$ cat config.mk
export PLATFORM = sky130hd
export DESIGN_NAME = psh_unit
export DESIGN_NICKNAME = d
export VERILOG_FILES = /design/src/rtl/psh_pkg.sv /design/src/rtl/psh_decode.sv /design/src/rtl/psh_lane.sv /design/src/rtl/psh_datapath.sv /design/src/rtl/psh_unit.sv
export SDC_FILE = /design/constraint.sdc
export NUM_CORES = 1
export LEC_CHECK = 0
export CAP_MARGIN = 20
export CORE_ASPECT_RATIO = 1.75
export CORE_UTILIZATION = 35
export CTS_CLUSTER_DIAMETER = 80
export DETAILED_ROUTE_END_ITERATION = 8
export DONT_BUFFER_PORTS = 1
export HOLD_SLACK_MARGIN = 0.12
export PLACE_DENSITY_LB_ADDON = 0.3
export SYNTH_ARGS = -nofsm -noshare
export SYNTH_HDL_FRONTEND = slang
export SYNTH_SLANG_ARGS = --single-unit
$ cat constraint.sdc
create_clock -name clk -period 4.85 [get_ports clk]
set_clock_uncertainty 0.1 [all_clocks]
set_input_delay 0.485 -clock clk [delete_from_list [all_inputs] [get_ports clk]]
set_output_delay 0.485 -clock clk [all_outputs]
set_load 0.005 [all_outputs]
$ cat src/rtl/psh_pkg.sv
package psh_pkg;

    localparam int DATA_W   = 32;
    localparam int HALF_W   = 16;
    localparam int BYTE_W   = 8;
    localparam int N_HALF   = DATA_W / HALF_W;
    localparam int N_BYTE   = DATA_W / BYTE_W;
    localparam int REG_W    = 4;
    localparam int COND_W   = 4;
    localparam int FAM_W    = 2;
    localparam logic [COND_W-1:0] COND_ALWAYS = 4'hE;

    typedef enum logic [2:0] {
        OP_H_ADD = 3'd0,
        OP_H_ASX = 3'd1,
        OP_H_SAX = 3'd2,
        OP_H_SUB = 3'd3,
        OP_B_ADD = 3'd4,
        OP_RSV5  = 3'd5,
        OP_RSV6  = 3'd6,
        OP_B_SUB = 3'd7
    } psh_op_e;

    typedef enum logic [1:0] {
        ST_IDLE,
        ST_WRITE,
        ST_SKIP,
        ST_FAULT
    } psh_state_e;

    typedef struct packed {
        logic [COND_W-1:0] cond;
        logic [FAM_W-1:0]  fam;
        logic [REG_W-1:0]  rn;
        logic [REG_W-1:0]  rd;
        psh_op_e           sel;
        logic [REG_W-1:0]  rm;
    } psh_fields_t;

endpackage

$ cat src/rtl/psh_decode.sv
module psh_decode
    import psh_pkg::*;
(
    input  logic [DATA_W-1:0] instr,
    output psh_fields_t       fields
);
    logic unused_bits;

    always_comb begin
        fields.cond = instr[31:28];
        fields.fam  = instr[21:20];
        fields.rn   = instr[19:16];
        fields.rd   = instr[15:12];
        fields.sel  = psh_op_e'(instr[7:5]);
        fields.rm   = instr[3:0];
    end

    assign unused_bits = ^{instr[27:22], instr[11:8], instr[4]};
endmodule

$ cat src/rtl/psh_lane.sv
module psh_lane #(
    parameter int W = 16
) (
    input  logic [W-1:0] a,
    input  logic [W-1:0] b,
    input  logic         sub,
    output logic [W-1:0] q
);
    logic signed [W:0]   wide_a;
    logic signed [W:0]   wide_b;
    logic signed [W:0]   wide_r;
    logic signed [W-1:0] sa;
    logic signed [W-1:0] sb;
    logic signed [W-1:0] sq;
    logic                unused_lsb;

    always_comb begin
        wide_a = {a[W-1], a};
        wide_b = {b[W-1], b};
        wide_r = sub ? (wide_a - wide_b) : (wide_a + wide_b);
    end

    assign q          = wide_r[W:1];
    assign unused_lsb = wide_r[0];

    // Halved sum must lie between the two addends (no overflow, R8).
    always_comb begin
        sa = a;
        sb = b;
        sq = q;
        if (!sub) begin
            assert_add_bounded_R8: assert (((sq >= sa) || (sq >= sb)) && ((sq <= sa) || (sq <= sb)))
                else $error("halved sum outside operand range");
        end
    end
endmodule

$ cat src/rtl/psh_datapath.sv
module psh_datapath
    import psh_pkg::*;
(
    input  psh_op_e           sel,
    input  logic [DATA_W-1:0] a,
    input  logic [DATA_W-1:0] b,
    output logic [DATA_W-1:0] packed_q
);
    logic              xchg;
    logic              byte_mode;
    logic [N_HALF-1:0] hsub;
    logic              bsub;
    logic [DATA_W-1:0] half_q;
    logic [DATA_W-1:0] byte_q;

    always_comb begin
        xchg      = (sel == OP_H_ASX) || (sel == OP_H_SAX);
        byte_mode = sel[2];
        hsub[0]   = (sel == OP_H_ASX) || (sel == OP_H_SUB);
        hsub[1]   = (sel == OP_H_SAX) || (sel == OP_H_SUB);
        bsub      = (sel == OP_B_SUB);
    end

    for (genvar h = 0; h < N_HALF; h++) begin : g_half
        logic [HALF_W-1:0] b_pick;
        assign b_pick = xchg ? b[HALF_W*(N_HALF-1-h) +: HALF_W] : b[HALF_W*h +: HALF_W];
        psh_lane #(.W(HALF_W)) u_lane (
            .a   (a[HALF_W*h +: HALF_W]),
            .b   (b_pick),
            .sub (hsub[h]),
            .q   (half_q[HALF_W*h +: HALF_W])
        );
    end

    for (genvar k = 0; k < N_BYTE; k++) begin : g_byte
        psh_lane #(.W(BYTE_W)) u_lane (
            .a   (a[BYTE_W*k +: BYTE_W]),
            .b   (b[BYTE_W*k +: BYTE_W]),
            .sub (bsub),
            .q   (byte_q[BYTE_W*k +: BYTE_W])
        );
    end

    assign packed_q = byte_mode ? byte_q : half_q;
endmodule

$ cat src/rtl/psh_unit.sv
module psh_unit
    import psh_pkg::*;
(
    input  logic        clk,
    input  logic        rst_n,
    input  logic        in_valid,
    input  logic [31:0] instr,
    input  logic [31:0] opa,
    input  logic [31:0] opb,
    input  logic        cond_pass,
    output logic [3:0]  src_a_idx,
    output logic [3:0]  src_b_idx,
    output logic [1:0]  fam_code,
    output logic        out_valid,
    output logic        wr_en,
    output logic        illegal,
    output logic [3:0]  dest_idx,
    output logic [31:0] result
);
    psh_fields_t       fld;
    psh_state_e        state_q;
    psh_state_e        state_d;
    logic [DATA_W-1:0] calc;
    logic [DATA_W-1:0] result_q;
    logic [REG_W-1:0]  dest_q;
    logic              exec;
    logic              reserved;

    psh_decode u_decode (
        .instr  (instr),
        .fields (fld)
    );

    psh_datapath u_datapath (
        .sel      (fld.sel),
        .a        (opa),
        .b        (opb),
        .packed_q (calc)
    );

    assign src_a_idx = fld.rn;
    assign src_b_idx = fld.rm;
    assign fam_code  = fld.fam;

    always_comb begin
        exec     = (fld.cond == COND_ALWAYS) || cond_pass;
        reserved = (fld.sel == OP_RSV5) || (fld.sel == OP_RSV6);
        state_d  = ST_IDLE;
        if (in_valid) begin
            if (!exec)         state_d = ST_SKIP;
            else if (reserved) state_d = ST_FAULT;
            else               state_d = ST_WRITE;
        end
    end

    always_ff @(posedge clk) begin
        if (!rst_n) begin
            state_q  <= ST_IDLE;
            result_q <= '0;
            dest_q   <= '0;
        end else begin
            state_q <= state_d;
            if (in_valid) dest_q <= fld.rd;
            if (state_d == ST_WRITE) result_q <= calc;
        end
    end

    always_comb begin
        out_valid = 1'b0;
        wr_en     = 1'b0;
        illegal   = 1'b0;
        unique case (state_q)
            ST_IDLE:  ;
            ST_WRITE: begin out_valid = 1'b1; wr_en   = 1'b1; end
            ST_SKIP:  out_valid = 1'b1;
            ST_FAULT: begin out_valid = 1'b1; illegal = 1'b1; end
            default:  ;
        endcase
    end

    assign result   = result_q;
    assign dest_idx = dest_q;

    assert_issue_before_write_R12: assert property (@(posedge clk) disable iff (!rst_n)
        out_valid |-> $past(in_valid));
    assert_idle_follows_R12: assert property (@(posedge clk) disable iff (!rst_n)
        !in_valid |=> !out_valid);
    assert_reserved_no_write_R11: assert property (@(posedge clk) disable iff (!rst_n)
        (in_valid && exec && reserved) |=> (illegal && !wr_en));
    assert_write_fault_excl_R11: assert property (@(posedge clk) disable iff (!rst_n)
        !(wr_en && illegal));
    assert_cond_fail_skip_R10: assert property (@(posedge clk) disable iff (!rst_n)
        (in_valid && !exec) |=> (out_valid && !wr_en && !illegal && $stable(result)));
    assert_always_cond_R10: assert property (@(posedge clk) disable iff (!rst_n)
        (in_valid && fld.cond == COND_ALWAYS) |=> (out_valid && (wr_en || illegal)));
endmodule

==> flow_summary.yaml <==
layout:
  instances_no_fill: 1068
  fin_nets: 1003
  syn_to_final_growth_pct: 5.41
  diodes: 0
  layout-drive-gt1-share_pct: 6.00
  final_design_area_no_fill_um2: 6730
floorplan:
  die_h_um: 181
  rows: 65
  fp.coreArea_um2: 18000
  pin_count: 149
  initial_core_util_pct: 35.5
  dieArea_um2: 18800
  die_w_um: 104
drt:
  drtPass1Iterations: 7
  drt-wirelength-per-cell_um: 20.9
  remaining_drc_errors: 1
  met2RoutedLength_mm: 11.6
  via_per_inst: 5.91
  drtIter0Drc: 299
  vias: 6311
  finalWirelength_mm: 22.3
  drt-met1-wl_mm: 8.30
  route.top_layer_used: "met4"
  wl_met3_mm: 1.42
  antenna_left: 0
critical_path:
  required_ns: 4.93
  worstSetupEndpoint: "result[30]"
  path_class: "input port to flip-flop"
  rr_worst_depth: 3
  r2r_end: "result[12]"
  startpoint_type: "input port"
  endpoint_kind: "flip-flop"
  crit_path_start: "instr[6]"
  r2r_slack_ns: 3.90
  r2r_start: "result[12]"
  critPathArrivalTime_ns: 3.86
  path_max_fanout: 10
run:
  drv_cap: 0
synthesis:
  syn_area_per_cell_um2: 7.41
  yosysWarningCount: 0
  netlist_area_um2: 6390
  async_flop_share_pct: 0
  yosys.cell_types.count: 76
  synth_edf_count: 0
  ys.flop_type: "dfxtp_1"
  syn_nets: 1032
  syn-instance-count: 862
  ys_ff_latch: 38
  synth.yosys.seq_area_share_pct: 11.9
timing:
  slew-limit-headroom_pct: 44.2
  finalCriticalPeriod_ns: 3.79
  fmax_ghz: 0.264
  setup_viol: 0
  tightest_slew_ns: 0.835
  finalSetupTns_ns: 0
  timing.final.crit_share_pct: 78.1
  rsz0062_at_grt: "no"
  slew_violations: 0
  hold_viol_final: 0
clock_tree:
  cts_resized: 0
  cts_tree: "built"
  numClockSinks: 38
  cts_buffers: 5
  ctsHoldBuffers: 0
  cts_root_buffer: "clkbuf_16"
  htree_levels: 2
  clk_pin_slew_ns: 0.06
  clk_latency_ns: 0.29
  cts_buffer_depth: 2
  post_cts_buffers: 0
grt:
  antenna_found_initial: 0
  grtUsageTotal_pct: 23.3
  grt_pass1_wl_mm: 34.0
  grt_overflow_total: 0
  grt_max_degree: 44
  grt_pass1_vias: 6219
place:
  dpl.hpwl_mm: 18.3
  placed_area_um2: 6560
  port_buffers: 0
  place.gp.congestion: 0.929
  dp.cells: 1060
run_status:
  status: "complete, but fails checks"
  violations: "DRC"
power:
  p_leak_nw: 2.68
  power_density_nw_per_um2: 256
  peakVddDrop_mv: 0.139
hold_path:
  hold_path.class: "input port to flip-flop"
  hold_depth: 2
[cell usage in the layout, fill, tap and decap left out, types with 21 or more instances in the layout]
cell / count
nand2_1: 46
ha_1: 64
xnor2_1: 58
a21oi_1: 95
mux2i_1: 39
nor2_1: 89
xor2_1: 38
dfxtp_1: 38
a21o_1: 21
o21ai_0: 62
[registers in the layout (all words and copies together) (netlist names)]
| signal | flops |
|---|---|
| state_q | 2 |
| result | 32 |
| dest_idx | 4 |
[cells in the mapped netlist, types with 6 or more instances]
cell	n	area share (%)
a21o_1	21	2.5
and2_1	7	0.69
mux2i_1	39	6.1
nand2b_1	14	1.4
or2_2	6	0.59
nand2_1	46	2.7
o31ai_1	8	0.94
nor2_1	90	5.3
o211ai_1	8	0.94
inv_1	19	1.1
xnor2_1	58	8.0
a211oi_1	15	1.8
nand3_1	18	1.4
a311oi_1	7	0.96
xor2_1	38	5.2
fa_1	6	1.9
nor4_1	8	0.78
o21ai_0	62	4.9
a21oi_1	96	7.5
a31oi_1	15	1.5
nor3_1	16	1.3
or3_1	12	1.2
ha_1	64	13
dfxtp_1	38	12
clkbuf_1	32	1.9
buf_4	10	1.2
nor2b_1	10	0.98
[kinds of logic (layout without fill, tap and decap cells)]
kind of cell	Yosys count	count (layout)	share of synthesized area (%)
buf+inv	73	45	5.21
mux	44	44	6.99
compound gates	289	289	28.8
flops	38	38	11.9
xor+xnor	98	98	13.7
simple gates	250	250	19.0
fa+ha+maj	70	70	14.4
[power by group]
part | leakage, nW | switching (W) | total, W | internal, W
registers | 0.312 | 0.0000226 | 0.000363 | 0.000340
clock network | 0.0760 | 0.000140 | 0.000382 | 0.000243
logic | 2.29 | 0.000559 | 0.000978 | 0.000420
[metrics by stage]
stage / hold slack [ns] / setup slack, ns / util (%) / total power (W)
after global placement: 0.399 / 0.768 / 36.5 / 0.00133
after CTS: 0.220 / 1.06 / 37.5 / 0.00173
after floorplan: 0.383 / 0.685 / - / 0.00114
after global routing: 0.234 / 0.814 / 37.5 / 0.00185
final: 0.237 / 1.06 / 37.5 / 0.00172
after detailed placement: 0.407 / 0.747 / 36.5 / 0.00134
[final cells by class]
cell class,instances,area (um^2)
inverters,20,75.1
fillers,1931,11200
clock inverters,3,45.0
clock buffers,5,125
well taps,234,293
flip-flops and latches,38,761
multi-input cells,751,5310
repair buffers,17,128
[layer usage]
| layer | vias to the layer above | global-route usage, % |
|---|---|---|
| met5 | - | 0 |
| met4 | 0 | 12.9 |
| met3 | 53 | 4.33 |
| met2 | 201 | 44.0 |
| met1 | 2944 | 23.8 |
| li1 | 3113 | - |
[worst max-delay path, stage by stage]
cell and delay [ns]:
xor2_2 0.19, nand2_1 0.25, a21oi_1 0.33, ha_1 0.37
a41oi_1 0.19, xnor2_1 0.25, ha_1 0.32, a21o_1 0.22
a21o_1 0.19, a211oi_1 0.22, o21ai_0 0.19, a221oi_2 0.36
mux2i_1 0.22, nand3_1 0.08
[how the worst min path moves through the flow]
stage                      from     endpoint  slack, ns
floorplan            result[17]   result[17]       0.38
global placement    dest_idx[3]  dest_idx[3]       0.40
detailed placement  dest_idx[0]  dest_idx[0]       0.41
CTS                       rst_n    result[9]       0.22
global route              rst_n    result[9]       0.23
finish                    rst_n   result[10]       0.24
Power figures use the tool's default switching activity.
